===== src/rtl/acodec_pkg.sv =====
package acodec_pkg;
  typedef enum logic {
    CH_LEFT  = 1'b0,
    CH_RIGHT = 1'b1
  } chan_e;

  localparam int FRAME_CHANNELS = 2;
endpackage


===== src/rtl/acodec_bclk_div.sv =====
module acodec_bclk_div #(
  parameter int BCLK_DIV = 4
) (
  input  logic clk,
  input  logic rst_n,
  output logic bclk,
  output logic tick
);
  localparam int CW   = (BCLK_DIV > 2) ? $clog2(BCLK_DIV) : 1;
  localparam int HALF = BCLK_DIV / 2;
  localparam logic [CW-1:0] LAST  = CW'(BCLK_DIV - 1);
  localparam logic [CW-1:0] HIGHS = CW'(HALF);

  logic [CW-1:0] cnt_q, cnt_d;

  always_comb begin
    cnt_d = (cnt_q == LAST) ? '0 : cnt_q + 1'b1;
  end

  always_ff @(posedge clk) begin
    if (!rst_n) begin
      cnt_q <= '0;
      bclk  <= 1'b0;
    end else begin
      cnt_q <= cnt_d;
      bclk  <= (cnt_d >= HIGHS);
    end
  end

  assign tick = (cnt_q == LAST);

  p_bclk_falls_after_tick_r2: assert property (@(posedge clk) disable iff (!rst_n)
    tick |=> (!bclk && $past(bclk)));
endmodule


===== src/rtl/acodec_frame_seq.sv =====
module acodec_frame_seq #(
  parameter int SLOT_BITS = 48
) (
  input  logic                         clk,
  input  logic                         rst_n,
  input  logic                         tick,
  output logic                         lrclk,
  output logic [$clog2(SLOT_BITS)-1:0] pos,
  output logic [$clog2(SLOT_BITS)-1:0] next_pos,
  output logic                         left_start,
  output logic                         right_start
);
  localparam int PW = $clog2(SLOT_BITS);
  localparam logic [PW-1:0] LAST = PW'(SLOT_BITS - 1);

  logic wrap;

  assign wrap        = (pos == LAST);
  assign next_pos    = wrap ? '0 : pos + 1'b1;
  assign left_start  = tick && wrap && lrclk;
  assign right_start = tick && wrap && !lrclk;

  always_ff @(posedge clk) begin
    if (!rst_n) begin
      pos   <= LAST;
      lrclk <= 1'b1;
    end else if (tick) begin
      pos <= next_pos;
      if (wrap) lrclk <= ~lrclk;
    end
  end
endmodule


===== src/rtl/acodec_fifo.sv =====
module acodec_fifo #(
  parameter int W     = 16,
  parameter int DEPTH = 64
) (
  input  logic                       clk,
  input  logic                       rst_n,
  input  logic                       wr_valid,
  output logic                       wr_ready,
  input  logic [W-1:0]               wr_data,
  input  logic                       pop,
  output logic [W-1:0]               rd_data,
  output logic [$clog2(DEPTH+1)-1:0] level
);
  localparam int AW = $clog2(DEPTH);
  localparam int LW = $clog2(DEPTH + 1);
  localparam logic [LW-1:0] FULL = LW'(DEPTH);

  logic [W-1:0]  mem [DEPTH];
  logic [AW-1:0] wr_ptr, rd_ptr;
  logic          push;

  assign wr_ready = (level != FULL);
  assign push     = wr_valid && wr_ready;
  assign rd_data  = mem[rd_ptr];

  always_ff @(posedge clk) begin
    if (push) mem[wr_ptr] <= wr_data;
  end

  always_ff @(posedge clk) begin
    if (!rst_n) begin
      wr_ptr <= '0;
      rd_ptr <= '0;
      level  <= '0;
    end else begin
      if (push) wr_ptr <= wr_ptr + 1'b1;
      if (pop)  rd_ptr <= rd_ptr + 1'b1;
      case ({push, pop})
        2'b10:   level <= level + 1'b1;
        2'b01:   level <= level - 1'b1;
        default: level <= level;
      endcase
    end
  end

  p_level_bounded_r7: assert property (@(posedge clk) disable iff (!rst_n)
    level <= FULL);
  p_pop_not_empty_r9: assert property (@(posedge clk) disable iff (!rst_n)
    pop |-> (level != '0));
endmodule


===== src/rtl/acodec_shifter.sv =====
module acodec_shifter #(
  parameter int W         = 16,
  parameter int SLOT_BITS = 48
) (
  input  logic                         clk,
  input  logic                         rst_n,
  input  logic                         tick,
  input  logic                         bclk,
  input  logic [$clog2(SLOT_BITS)-1:0] next_pos,
  input  logic                         load,
  input  logic [W-1:0]                 load_data,
  output logic                         sdata
);
  localparam int PW = $clog2(SLOT_BITS);
  localparam logic [PW-1:0] DATA_LAST = PW'(W);

  logic [W-1:0] sreg;

  always_ff @(posedge clk) begin
    if (!rst_n) begin
      sreg  <= '0;
      sdata <= 1'b0;
    end else if (tick) begin
      if (next_pos == '0) begin
        sreg  <= load ? load_data : '0;
        sdata <= 1'b0;
      end else if (next_pos <= DATA_LAST) begin
        sdata <= sreg[W-1];
        sreg  <= {sreg[W-2:0], 1'b0};
      end else begin
        sdata <= 1'b0;
      end
    end
  end

  p_sdata_hold_high_r6: assert property (@(posedge clk) disable iff (!rst_n)
    (bclk && $past(bclk)) |-> $stable(sdata));
endmodule


===== src/rtl/acodec_tx.sv =====
module acodec_tx #(
  parameter int SAMPLE_W   = 16,
  parameter int BCLK_DIV   = 4,
  parameter int SLOT_BITS  = 48,
  parameter int FIFO_DEPTH = 64
) (
  input  logic                clk,
  input  logic                rst_n,
  input  logic                in_valid,
  output logic                in_ready,
  input  logic [SAMPLE_W-1:0] in_data,
  output logic                codec_mclk,
  output logic                codec_bclk,
  output logic                codec_lrclk,
  output logic                codec_sdata,
  output logic                ovf_pulse,
  output logic                unf_pulse
);
  import acodec_pkg::*;

  localparam int PW = $clog2(SLOT_BITS);
  localparam int LW = $clog2(FIFO_DEPTH + 1);
  localparam logic [LW-1:0] PAIR = LW'(FRAME_CHANNELS);

  logic          tick, left_start, right_start, frame_live, pop, have_pair;
  logic [PW-1:0] pos, next_pos;
  logic [LW-1:0] level;
  logic [SAMPLE_W-1:0] head;
  chan_e         cur_chan;

  assign codec_mclk = ~clk;

  acodec_bclk_div #(.BCLK_DIV(BCLK_DIV)) u_div (
    .clk(clk), .rst_n(rst_n), .bclk(codec_bclk), .tick(tick)
  );

  acodec_frame_seq #(.SLOT_BITS(SLOT_BITS)) u_seq (
    .clk(clk), .rst_n(rst_n), .tick(tick), .lrclk(codec_lrclk),
    .pos(pos), .next_pos(next_pos),
    .left_start(left_start), .right_start(right_start)
  );

  acodec_fifo #(.W(SAMPLE_W), .DEPTH(FIFO_DEPTH)) u_fifo (
    .clk(clk), .rst_n(rst_n), .wr_valid(in_valid), .wr_ready(in_ready),
    .wr_data(in_data), .pop(pop), .rd_data(head), .level(level)
  );

  acodec_shifter #(.W(SAMPLE_W), .SLOT_BITS(SLOT_BITS)) u_shift (
    .clk(clk), .rst_n(rst_n), .tick(tick), .bclk(codec_bclk),
    .next_pos(next_pos), .load(pop), .load_data(head), .sdata(codec_sdata)
  );

  assign cur_chan  = chan_e'(codec_lrclk);
  assign have_pair = (level >= PAIR);
  assign pop       = (left_start && have_pair) || (right_start && frame_live);

  always_ff @(posedge clk) begin
    if (!rst_n) begin
      frame_live <= 1'b0;
      ovf_pulse  <= 1'b0;
      unf_pulse  <= 1'b0;
    end else begin
      ovf_pulse <= in_valid && !in_ready;
      unf_pulse <= left_start && !have_pair;
      if (left_start) frame_live <= have_pair;
    end
  end

  p_lr_on_fall_r3: assert property (@(posedge clk) disable iff (!rst_n)
    !$stable(codec_lrclk) |-> $fell(codec_bclk));
  p_drop_flag_r8: assert property (@(posedge clk) disable iff (!rst_n)
    (in_valid && !in_ready) |=> ovf_pulse);
  p_gap_zero_r5: assert property (@(posedge clk) disable iff (!rst_n)
    (codec_bclk && pos == '0) |-> !codec_sdata);
  p_right_pop_live_r9: assert property (@(posedge clk) disable iff (!rst_n)
    (pop && cur_chan == CH_LEFT) |-> frame_live);
endmodule


===== config.mk =====
export PLATFORM = sky130hd
export DESIGN_NAME = acodec_tx
export DESIGN_NICKNAME = d
export VERILOG_FILES = /design/src/rtl/acodec_pkg.sv /design/src/rtl/acodec_bclk_div.sv /design/src/rtl/acodec_frame_seq.sv /design/src/rtl/acodec_fifo.sv /design/src/rtl/acodec_shifter.sv /design/src/rtl/acodec_tx.sv
export SDC_FILE = /design/constraint.sdc
export NUM_CORES = 1
export LEC_CHECK = 0
export BUFFER_PORTS_ARGS = -buffer_cell sky130_fd_sc_hd__buf_4
export CORE_MARGIN = 10
export CORE_UTILIZATION = 60
export DETAILED_ROUTE_END_ITERATION = 7
export GPL_ROUTABILITY_DRIVEN = 1
export GPL_TIMING_DRIVEN = 0
export HOLD_SLACK_MARGIN = 0.15
export MAX_ROUTING_LAYER = met4
export PLACE_DENSITY_LB_ADDON = 0.25
export REMOVE_ABC_BUFFERS = 1
export SYNTH_ARGS = -nofsm -noshare
export SYNTH_HDL_FRONTEND = slang
export SYNTH_SLANG_ARGS = --single-unit

===== constraint.sdc =====
create_clock -name clk -period 8.4 [get_ports clk]
set_clock_uncertainty 0.1 [all_clocks]
set_input_delay 0.42 -clock clk [delete_from_list [all_inputs] [get_ports clk]]
set_output_delay 0.42 -clock clk [all_outputs]
set_load 0.01 [all_outputs]

==> summary.md, run 1 <==
| Metric | Value |
|---|---|
| Outcome | `finished, final reports clean` |
| Worst setup margin | `approximately 2900 ps` |
| Static leakage power | `about 15 nW` |
| Gr ovfl total | `0` |
| Post-synth ARST share | `0%` |
| CTS root buf | `clkbuf_16` |
| Busiest grt layer | `met2` |
| TritonCTS clock tree | `done` |
| Share of layout cells above drive strength 1 | `~26%` |
| Initial antenna violation count | `2` |
| Worst-path clk slew | `60 ps` |
| Worst-Skew Late Latency | `approximately 660 ps` |
| Die W | `between 200 and 300 um` |
| PostCTS Resize Cnt | `0` |
| Core box area | `0.0699 sq mm` |
| Most used flip-flop cell after synthesis | `edfxtp_1` |
| Worst min path class | `in -> reg` |
| Setup Fix Bufs, Post-CTS | `0` |
| Critical path type | `clk -> out` |
| DRC Markers | `0` |
| Post-synth top area cell | `edfxtp_1` |
| Worst Path Arrival | `4980 ps` |
| RSZ-0062 raised after global routing | `no` |
| Number of global-route vias before repair | `~22000` |
| Met3 Use GR | `under 10%` |
| WP data required | `between 7000 and 8000 ps` |
| Top cells by area, synth | `edfxtp_1 73%, mux4_2 11%, mux2i_1 3.3%, dfxtp_1 2.6%, nor2_1 0.95%` |
| Post-synthesis cell count | `around 2100` |
| Final hold viol count | `0` |
| Crit. End Element | `primary output` |
| Max-slew headroom | `approximately 15%` |
| Yosys reg bits | `1078` |
| FILL cells | `between 4000 and 5000` |
| Worst Setup SP | `clk` |
| Total routed wirelength | `between 90 and 100 mm` |
| Max_cap viols | `0` |
| I/O pin count | `26` |
| Drt first pass iters | `8` |
| Die area | `between 0.08 and 0.09 sq mm` |
| Slowest cell on crit path | `clkbuf_16` |
| Synthesized area per cell | `between 15 and 20 sq um` |
| Final Total Pwr | `10.8 mW` |
| Hold_ws | `about 210 ps` |
| Routed via count | `21200` |
| Number of enable flip-flop cells after synthesis | `1024` |
| Top-count cell post-synth | `edfxtp_1` |
| Final core utilization | `between 60% and 70%` |
| Ys Warns | `0` |
| Crit Reg-Reg Startpoint | `u_seq.pos[0]` |
| Register area share after synthesis | `between 70% and 80%` |
| Site row count | `97` |
| CTS max path bufs | `3` |
| GRT Overall Usage | `around 25%` |
| Initial drt markers | `roughly 2600` |
| Cell mode on critical path | `clkbuf_16` |
| Met2 Use GR | `around two fifths` |
| Worst Path Max Fanout | `14` |
| Library cells used by synthesis | `between 60 and 70` |
| Placer's final routability congestion estimate | `around 0.8` |
| Post-DRT Antenna Nets | `0` |
| Total CTS buffers | `around 100` |
| Routed vias/inst | `approximately 6.5` |
| Slew @ Worst Pin | `about 1300 ps` |
| Hold Crit Start | `in_data[5]` |
| Largest net degree at the start of global routing | `73` |
| Chip Height | `around 290 um` |
| Final net count | `~2200` |
| Crit path launch type | `clock port` |
| Commonest cells in the netlist | `1024 x edfxtp_1, 206 x mux4_2, 141 x mux2i_1` |
| HPWL Detailed | `between 50 and 60 mm` |
| Pins Over Slew Limit | `0` |
| Crit-path max cell delay | `230 ps` |
| Avg WL per Cell | `29.5 um` |
| Starting Density | `between 60 and 70%` |
| Htree depth | `3` |
| Top-area cell type share of the netlist area | `between 70% and 80%` |
| First-pass GRT wire length | `143 mm` |
| Worst path cell trace | `clkbuf_16, clkbuf_16, clkbuf_16, inv_1, buf_4` |
| Port Buffers | `25` |
| Power Density | `225 mW/mm^2` |
| Setup violators final | `0` |
| Area grow syn2layout | `13.8%` |
| Hold Buf Count CTS | `3` |
| Met1 usage | `about a third` |
| VDD IR-drop max | `roughly 0.00014 V` |
| Post-Syn Area | `0.0422 sq mm` |
| Setup WS pre-CTS | `3550 ps` |
[kinds of logic after synthesis]
| kind of cell | synth area share (%) |
|---|---|
| AO/OA/AOI/OAI | 4.00 |
| XOR/XNOR | 0.374 |
| adder cells (fa/ha/maj) | 0.237 |
| buffers and inverters | 1.60 |
| flip-flops | 75.5 |
| multiplexers | 15.1 |
| AND/OR/NAND/NOR | 3.18 |
[layer usage]
| metal | vias up | routed length (um) |
|---|---|---|
| li1 | 8932 | - |
| met1 | 11000 | 37000 |
| met2 | 1097 | 47100 |
| met3 | 174 | 8850 |
| met4 | 0 | 2940 |
| met5 | - | 0 |
[sequential cells by signal, summed over array words and instances (netlist names), 2 cells and up, named ones only]
signal and cells:
u_div.cnt_q 2, u_fifo.level 7, u_fifo.mem 1024, u_fifo.rd_ptr 6, u_fifo.wr_ptr 6, u_seq.pos 6, u_shift.sreg 16
[power by group]
group | internal, mW | total (mW) | switching [mW]
logic | 0.0679 | 0.251 | 0.183
registers | 5.90 | 5.91 | 0.0157
clock network | 2.69 | 4.63 | 1.94
total | 8.66 | 10.8 | 2.14
[path summary, 6_finish.rpt]
check        cells after the start                end  slack [ps]
min reg2reg                      1     u_div.cnt_q[0]         330
max reg2reg                     13    u_fifo.level[6]        4140
min                              1  u_fifo.mem[58][5]         210
max                              5         codec_mclk        2900
[final cells by class]
| cell class | count | area (sq um) | share of cell area, % |
|---|---|---|---|
| antenna | 3 | 7.51 | 0.0156 |
| multi-input combinational | 913 | 9860 | 20.5 |
| sequential | 1078 | 31800 | 66.3 |
| tap | 940 | 1180 | 2.45 |
| clock inverter | 63 | 579 | 1.21 |
| timing repair buffer | 107 | 1660 | 3.46 |
| inverter | 8 | 30.0 | 0.0626 |
| clock buffer | 135 | 2840 | 5.91 |
[cell usage in the layout, fill, tap and decap left out, types with 30 or more instances in the layout]
cell / count
dfxtp_1: 48
nor2_2: 66
a211oi_1: 37
mux2_2: 30
mux2i_1: 141
edfxtp_1: 1024
mux4_2: 206
clkbuf_16: 108
nand2_1: 46
nor2_1: 42
a22oi_1: 47
buf_8: 55
a21oi_1: 30
[critical path, delay by kind of cell]
family                 cells  cell delay (ps)
buffers and inverters      5              760
[metrics by stage]
step	TNS, ps	area [sq um]	cells
after floorplan	-38440	41500	2000
after global placement	-153220	42900	2965
after detailed placement	0	44500	3045
after CTS	0	48000	3244
after global routing	0	48000	3246
final	0	48000	3247
Power figures use the tool's default switching activity.
==> run 2: changes to the inputs <==
- CORE_UTILIZATION: 60 -> 57
- clock period: 8.4 -> 4.6 ns (I/O delays scaled with it)
==> summary.md, run 2 (synthesis results as in run 1) <==
| Metric | Value |
|---|---|
| I/O pin count | `26` |
| Worst R2R Setup Slack | `between 300 and 400 ps` |
| Crit path launch type | `flop` |
| Crit-path max cell delay | `slightly below 600 ps` |
| Non-Filler Instances | `roughly 3300` |
| Commonest non-fill, non-tap cell in the layout | `edfxtp_1` |
| Met3 WL | `7.58 mm` |
| Crit Reg-Reg Startpoint | `u_fifo.level[2]` |
| Post-Place Cells | `between 3000 and 4000` |
| Top Registers | `u_fifo.mem (1024), u_shift.sreg (16), u_fifo.level (7)` |
| VDD IR-drop max | `just over 0.0003 V` |
| Chip Height | `about 290 um` |
| TritonCTS clock tree | `done` |
| Crit Reg-Reg Endpoint | `u_fifo.level[4]` |
| Total routed wirelength | `96.7 mm` |
| Final hold viol count | `0` |
| Port Buffers | `25` |
| Starting Density | `between 50% and 60%` |
| GRT Overall Usage | `between 20% and 30%` |
| Worst path bufs/invs | `1` |
| Wl on met1 | `just under 40 mm` |
| Worst Path Arrival | `between 4000 and 5000 ps` |
| Tmin final | `about 4200 ps` |
| First-pass GRT wire length | `between 100 and 150 mm` |
| Drt first pass iters | `5` |
| Worst path depth | `13` |
| Site row count | `between 90 and 100` |
| Worst path cell trace | `or4_4, or4_4, and2_4, inv_2, ha_1, xor2_1, ha_1, a21oi_1, o21ai_0, a221oi_1, xnor2_1, or3_1, a21oi_1` |
| Commonest non-fill, non-tap cells in the layout | `1024 x edfxtp_1, 206 x mux4_2, 141 x mux2i_1, 111 x clkbuf_16, 66 x nor2_2` |
| Max-slew headroom | `7.82%` |
| Max reg flops | `1024` |
| Placer's final routability congestion estimate | `0.806` |
| Slowest cell on crit path | `or4_4` |
| Initial antenna violation count | `1` |
| Initial drt markers | `around 2600` |
| R2r worst-path depth | `13` |
| Outcome | `finished, final reports clean` |
| Htree depth | `3` |
| Routed via count | `21300` |
| Pins Over Slew Limit | `0` |
| Fmax | `around 240 MHz` |
| Share of layout cells above drive strength 1 | `roughly 25%` |
| Setup violators final | `0` |
| Largest net degree at the start of global routing | `71` |
| Routed vias/inst | `roughly 6.5` |
| Setup Fix Bufs, Post-CTS | `0` |
| CTS root buf | `clkbuf_16` |
| Slew @ Worst Pin | `1380 ps` |
| DR top layer | `met4` |
| Worst Setup SP | `u_fifo.level[2]` |
| Int Pwr | `between 15 and 20 mW` |
| Max_cap viols | `0` |
| Most flop-heavy register | `u_fifo.mem` |
| Area grow syn2layout | `14.0%` |
| Critical path type | `reg -> reg` |
| Avg WL per Cell | `29.5 um` |
| Core box area | `around 0.073 sq mm` |
| Comb power frac | `under 10%` |
| Largest delay share family, worst path | `simple AND/OR/NAND/NOR gates` |
| Worst-path clk slew | `60 ps` |
| Final core utilization | `about two thirds` |
| Worst Setup EP | `u_fifo.level[4]` |
| Crit. End Element | `flop` |
| Die area | `roughly 0.085 sq mm` |
| Clock share of power | `a little over two fifths` |
| WP data required | `between 5000 and 6000 ps` |
| Post-DRT Antenna Nets | `0` |
| Total CTS buffers | `~110` |
| Worst min path class | `reg -> reg` |
| Sw Pwr | `3.89 mW` |
| Worst-Skew Late Latency | `about 660 ps` |
| HPWL Detailed | `roughly 58 mm` |
| Power Density | `between 400 and 500 mW/mm^2` |
| Final net count | `between 2000 and 2500` |
| Hold_ws | `about 340 ps` |
| Switch share | `between 10% and 20%` |
| Final Cycle Share | `92.2%` |
| DRC Markers | `0` |
| CTS max path bufs | `3` |
| Gr ovfl total | `0` |
| Die W | `292 um` |
| Static leakage power | `approximately 15 nW` |
| PostCTS Resize Cnt | `0` |
| Hold Buf Count CTS | `19` |
| RSZ-0062 raised after global routing | `no` |
| Worst Path Max Fanout | `11` |
| Register share of total power | `between 50% and 60%` |
| Number of global-route vias before repair | `21700` |
| Met2 wire length | `between 40 and 50 mm` |
==> run 2: metal layers <==
layer | track usage [%] | vias to the layer above
met4 | 6.87 | 0
li1 | - | 8960
met5 | - | -
met2 | 36.1 | 1006
met3 | 3.76 | 149
met1 | 32.3 | 11200
==> run 2: how the worst min path moves through the flow <==
stage / startpoint / to / depth (start not counted)
3_3_place_gp: clk / codec_mclk / 2
2_1_floorplan: clk / codec_mclk / 1
6_report: u_div.cnt_q[0] / u_div.cnt_q[0] / 1
3_5_place_dp: clk / codec_mclk / 2
5_1_grt: rst_n / u_seq.lrclk / 3
4_1_cts: rst_n / u_seq.lrclk / 3
==> run 2: worst register-to-register path, cell delays in order (launching register included) <==
cell and delay (ps):
dfxtp_1 400, or4_4 590, or4_4 440, and2_4 240
inv_2 170, ha_1 410, xor2_1 130, ha_1 220
a21oi_1 240, o21ai_0 150, a221oi_1 440, xnor2_1 150
or3_1 320, a21oi_1 140
==> run 2: final cells by class <==
| cell class | count | area (sq um) |
|---|---|---|
| diodes | 1 | 2.50 |
| well taps | 959 | 1200 |
| repair buffers | 122 | 1820 |
| clock inverters | 48 | 382 |
| clock buffers | 149 | 2960 |
| inverters | 8 | 30.0 |
| fillers | 4667 | 25100 |
| flip-flops and latches | 1078 | 31800 |
| multi-input cells | 913 | 9860 |
==> run 2: stage by stage <==
step                      setup slack (ps)  cell area [sq um]  TNS, ps  power, mW
final                                  361              48100        0       19.6
after CTS                              433              48100        0       19.7
after global placement              -14160              42900  -217400       11.5
after detailed placement               444              44600        0       11.5
after floorplan                      -6490              41500   -99240       11.2
after global routing                  44.6              48100        0       20.2
==> run 2: power by group through the flow <==
stage / clock, mW / combinational [mW] / sequential [mW]
final: 8.33 / 0.477 / 10.8
after global routing: 8.84 / 0.516 / 10.8
after CTS: 8.43 / 0.470 / 10.8
after detailed placement: 0.0211 / 0.455 / 11.0
after global placement: 0.0211 / 0.420 / 11.0
after floorplan: 0.00854 / 0.197 / 11.0
